<file path="src/rtl/audio_rx.sv">
module audio_rx #(
  parameter int WORD_W = 16,
  parameter int DEPTH  = 8
) (
  input  logic              clk,
  input  logic              rst_n,
  input  logic              bclk_in,
  input  logic              lrsel_in,
  input  logic              sdata_in,
  input  logic              fmt_msbj,
  input  logic              rd_en,
  output logic [WORD_W-1:0] rd_data,
  output logic              rd_chan,
  output logic              dma_req,
  output logic              overrun
);
  localparam int AW = $clog2(DEPTH);
  localparam int CW = $clog2(WORD_W + 1);
  localparam logic [CW-1:0] NMAX = CW'(WORD_W);
  localparam logic [AW:0]   FMAX = (AW+1)'(DEPTH);

  logic [2:0] bclk_q;
  logic [1:0] lr_q, sd_q;

  always_ff @(posedge clk) begin
    if (!rst_n) begin
      bclk_q <= '0;
      lr_q   <= '0;
      sd_q   <= '0;
    end else begin
      bclk_q <= {bclk_q[1:0], bclk_in};
      lr_q   <= {lr_q[0], lrsel_in};
      sd_q   <= {sd_q[0], sdata_in};
    end
  end

  wire rise = bclk_q[1] & ~bclk_q[2];
  wire lr   = lr_q[1];
  wire din  = sd_q[1];

  logic              lr_last, seen, armed;
  logic [WORD_W-1:0] shreg, sh_acc;
  logic [CW-1:0]     nbits;

  wire chg   = rise & seen & (lr != lr_last);
  wire store = chg & armed;

  always_comb begin
    sh_acc = shreg;
    if (nbits < NMAX) sh_acc[WORD_W-1-int'(nbits)] = din;
  end

  always_ff @(posedge clk) begin
    if (!rst_n) begin
      lr_last <= 1'b0;
      seen    <= 1'b0;
      armed   <= 1'b0;
      shreg   <= '0;
      nbits   <= '0;
    end else if (rise) begin
      lr_last <= lr;
      seen    <= 1'b1;
      if (chg) begin
        armed <= 1'b1;
        if (fmt_msbj) begin
          shreg <= {din, {(WORD_W-1){1'b0}}};
          nbits <= CW'(1);
        end else begin
          shreg <= '0;
          nbits <= '0;
        end
      end else begin
        shreg <= sh_acc;
        if (nbits < NMAX) nbits <= nbits + CW'(1);
      end
    end
  end

  logic [WORD_W:0] mem [DEPTH];
  logic [AW:0]     wptr, rptr;
  wire  [AW:0]     fill  = wptr - rptr;
  wire             full  = (fill == FMAX);
  wire             empty = (fill == '0);
  wire             push  = store & ~full;
  wire             pop   = rd_en & ~empty;
  wire [WORD_W:0]  wr_entry = {lr_last, fmt_msbj ? shreg : sh_acc};

  always_ff @(posedge clk) begin
    if (push) mem[wptr[AW-1:0]] <= wr_entry;
  end

  always_ff @(posedge clk) begin
    if (!rst_n) begin
      wptr    <= '0;
      rptr    <= '0;
      overrun <= 1'b0;
    end else begin
      if (push) wptr <= wptr + 1'b1;
      if (pop)  rptr <= rptr + 1'b1;
      if (store & full) overrun <= 1'b1;
    end
  end

  assign rd_data = mem[rptr[AW-1:0]][WORD_W-1:0];
  assign rd_chan = mem[rptr[AW-1:0]][WORD_W];
  assign dma_req = ~empty;

  AST_NO_OVERFLOW:  assert property (@(posedge clk) disable iff (!rst_n) fill <= FMAX);
  AST_NBITS_BOUND:  assert property (@(posedge clk) disable iff (!rst_n) nbits <= NMAX);
  AST_OVR_STICKY:   assert property (@(posedge clk) disable iff (!rst_n) overrun |=> overrun);
  AST_OVR_CAUSE:    assert property (@(posedge clk) disable iff (!rst_n) $rose(overrun) |-> $past(store && full));
  AST_DROP_FULL:    assert property (@(posedge clk) disable iff (!rst_n) (store && full && !rd_en) |=> $stable(wptr));
  AST_PUSH_REQ:     assert property (@(posedge clk) disable iff (!rst_n) push |=> dma_req);
  AST_HEAD_STABLE:  assert property (@(posedge clk) disable iff (!rst_n) (!empty && !rd_en) |=> $stable({rd_chan, rd_data}));
endmodule

</file>
<file path="config.mk">
export PLATFORM = sky130hd
export DESIGN_NAME = audio_rx
export DESIGN_NICKNAME = d
export VERILOG_FILES = /design/src/rtl/audio_rx.sv
export SDC_FILE = /design/constraint.sdc
export NUM_CORES = 1
export LEC_CHECK = 0
export BUFFER_PORTS_ARGS = -buffer_cell sky130_fd_sc_hd__buf_2
export CAP_MARGIN = 20
export CORE_ASPECT_RATIO = 0.7
export CORE_MARGIN = 1
export CORE_UTILIZATION = 55
export DETAILED_ROUTE_END_ITERATION = 10
export GPL_TIMING_DRIVEN = 0
export PLACE_DENSITY = 0.72
export SLEW_MARGIN = 20
export SYNTH_ARGS = -nofsm -noshare
export SYNTH_HDL_FRONTEND = slang
export SYNTH_SLANG_ARGS = --single-unit
</file>
<file path="constraint.sdc">
create_clock -name clk -period 6.4 [get_ports clk]
set_clock_uncertainty 0.2 [all_clocks]
set_input_delay 1.28 -clock clk [delete_from_list [all_inputs] [get_ports clk]]
set_output_delay 1.28 -clock clk [all_outputs]
set_load 0.02 [all_outputs]
</file>
==> flow_metrics.py <==
metrics = {
    "worst_setup_path": {
        "path_max_fanout": 10,
        "worst_ep_required_time_ns": 4.92,
        "r2r-end": "mem[4][5]$_DFFE_PP_",
        "rr_startpoint": "wptr[0]$_SDFFE_PN0P_",
        "path_class": "reg -> out",
        "reg2reg_slack_ns": 3.04,
        "reg2reg_depth": 9,
        "cp-end-kind": "output pin",
        "crit_arrival_ns": 2.64,
        "start_kind": "register",
    },
    "final_layout": {
        "final_cell_mix": "edfxtp_1 (136), dfxtp_1 (43), a21oi_1 (42)",
        "layout.cells.non_filler": 746,
        "syn_to_final_growth_pct": 14.4,
        "n_antenna_cell": 0,
        "final_common_cell": "edfxtp_1",
        "drive_gt1_share_pct": 24.6,
        "final_util_pct": 64.4,
        "fin_nets": 565,
    },
    "grt": {
        "gr-total-overflow": 0,
        "grt_pass1_vias": 4357,
        "track_usage_pct": 23.9,
        "antenna_found_initial": 0,
        "grt_pass1_wl_um": 24100,
        "grt_max_degree": 19,
    },
    "floorplan": {
        "ios": 26,
        "dieArea_um2": 14000,
        "core_um2": 13200,
        "start_util_pct": 56.3,
        "fp-row-count": 35,
        "die_h_um": 99.2,
        "die_w_um": 141,
    },
    "synth": {
        "ys_top_cells_by_area": "edfxtp_1 (55%), dfxtp_1 (12%), mux4_2 (10%)",
        "syn_inst": 497,
        "ys_types": 39,
        "ys_seq_area_share_pct": 66.6,
        "ys_async_sr_fraction_pct": 0,
        "ys_ff_latch": 179,
        "yosys.area.top_type_share_pct": 55.0,
        "synth_edf_count": 136,
        "synth_top_area_cell": "edfxtp_1",
        "yosysWarnings": 0,
        "synthesis.nets": 514,
        "syn_area_per_cell_um2": 14.9,
        "netlist_area_um2": 7420,
        "synth_ff_type": "edfxtp_1",
    },
    "sta": {
        "maxClockFrequency_mhz": 243,
        "tns_ns": 0,
        "rsz0062_at_grt": "no",
        "relSlewSlack_pct": 22.9,
        "period_share_pct": 64.4,
        "period_minus_slack_ns": 4.12,
        "drv_slew": 0,
        "worst_pin_slew_ns": 1.15,
        "final_hold_viol_count": 0,
        "setup_viol": 0,
    },
    "cts": {
        "cts_resized": 0,
        "cts_htree_levels": 4,
        "cts_sinks": 179,
        "clockBufferDepth": 2,
        "cts_buffers": 17,
        "path_clk_slew_ns": 0.07,
        "cts_hold_buf": 0,
        "cts_tree": "yes",
        "post_cts_buffers": 0,
        "clk-insertion-delay-late_ns": 0.43,
        "clock-root-buffer": "clkbuf_16",
    },
    "detailed_routing": {
        "routed_wl_um": 15500,
        "first_pass_iters": 6,
        "drtIter0Drc": 483,
        "remaining_drc_errors": 0,
        "vias_per_cell": 6.03,
        "wl_per_cell_um": 20.8,
        "vias": 4498,
        "antenna_violating_nets_post_route": 0,
    },
    "worst_hold_path": {
        "min_from": "sd_q[0]$_SDFF_PN0_",
        "hold_end": "sd_q[1]$_SDFF_PN0_",
        "min_path_type": "reg -> reg",
        "hold_depth": 1,
    },
    "power": {
        "power_density_nw_per_um2": 324,
        "p_leak_uw": 0.00278,
        "vdd_drop_max_v": 0.000189,
        "finalPower_uw": 2750,
    },
    "status": {
        "status": "completed",
    },
    "placement": {
        "hpwl_um": 10200,
        "dp_cells": 714,
        "port_buffers": 25,
        "gp_congestion": 0.897,
    },
    "flow_run": {
        "maxCapViolCount": 0,
    },
}
kinds of logic (layout without fill, tap and decap cells):
kind of cell	after synthesis	count (layout)	synth area share [%]
buffers and inverters	45	109	2.38
xor gates and xnor gates	8	8	1.15
muxes	52	52	13.0
adders and majority gates	10	10	1.69
and+or+nand+nor	100	100	6.93
DFF	179	179	66.6
AOI/OAI and AO/OA	103	103	8.21
registers in the layout, indices dropped and copies added, names as in the netlist, named ones only:
name / flops
bclk_q: 3
overrun: 1
shreg: 16
mem: 136
lr_q: 2
nbits: 5
armed: 1
lr_last: 1
wptr: 4
seen: 1
rptr: 4
sd_q: 2
how the worst max path moves through the flow:
| stage | from | endpoint | slack (ns) |
|---|---|---|---|
| floorplan | wptr[0]$_SDFFE_PN0P_ | mem[4][0]$_DFFE_PP_ | 2.96 |
| global placement | wptr[0]$_SDFFE_PN0P_ | mem[4][14]$_DFFE_PP_ | 1.58 |
| detailed placement | register | rd_data[12] | 2.69 |
| CTS | register | rd_data[12] | 2.22 |
| global route | register | rd_data[12] | 2.16 |
| finish | register | rd_data[12] | 2.28 |
critical path, stage by stage (launching register included):
cell and delay (ns):
dfxtp_1 0.32, clkbuf_1 0.33, clkbuf_1 0.68, mux4_2 0.43, mux2_2 0.29, buf_2 0.16
per-layer routing:
metal  track usage, %  share of wire [%]  vias up
li1                 -                  -     2027
met1             33.5                 44     2231
met2             36.5                 46      218
met3             5.73                8.1       22
met4             9.03                1.9        0
met5                0                  0        -
area by class of cell:
type,count,area (µm²)
Timing Repair Buffer,32,208
Multi-Input combinational cell,273,2340
Fill cell,944,4690
Clock inverter,15,163
Buffer,31,124
Sequential cell,179,4940
Tap cell,185,231
Clock buffer,17,425
Inverter,14,52.6
cell usage after synthesis, types with 6 or more instances:
cell / instances
buf_2: 6
nand2_1: 24
o21ai_0: 39
o31ai_1: 14
edfxtp_1: 136
a21oi_1: 42
ha_1: 10
mux4_2: 34
nand3_1: 18
dfxtp_1: 43
clkbuf_1: 24
and2_1: 7
inv_1: 14
nor2_1: 20
mux2_2: 18
where the power goes:
part           leakage, µW  switching (µW)  internal (µW)
registers          0.00161            8.85           1240
logic             0.000878             250            220
clock network     0.000293             475            555
metrics by stage:
step	hold WS, ns	setup WS (ns)	cell area [µm²]
6_report	0.239	2.28	8490
5_1_grt	0.256	2.16	8490
4_1_cts	0.243	2.22	8490
3_5_place_dp	0.223	2.69	7900
3_3_place_gp	0.216	1.58	7780
2_1_floorplan	0.212	2.96	7420
Power figures use the tool's default switching activity.
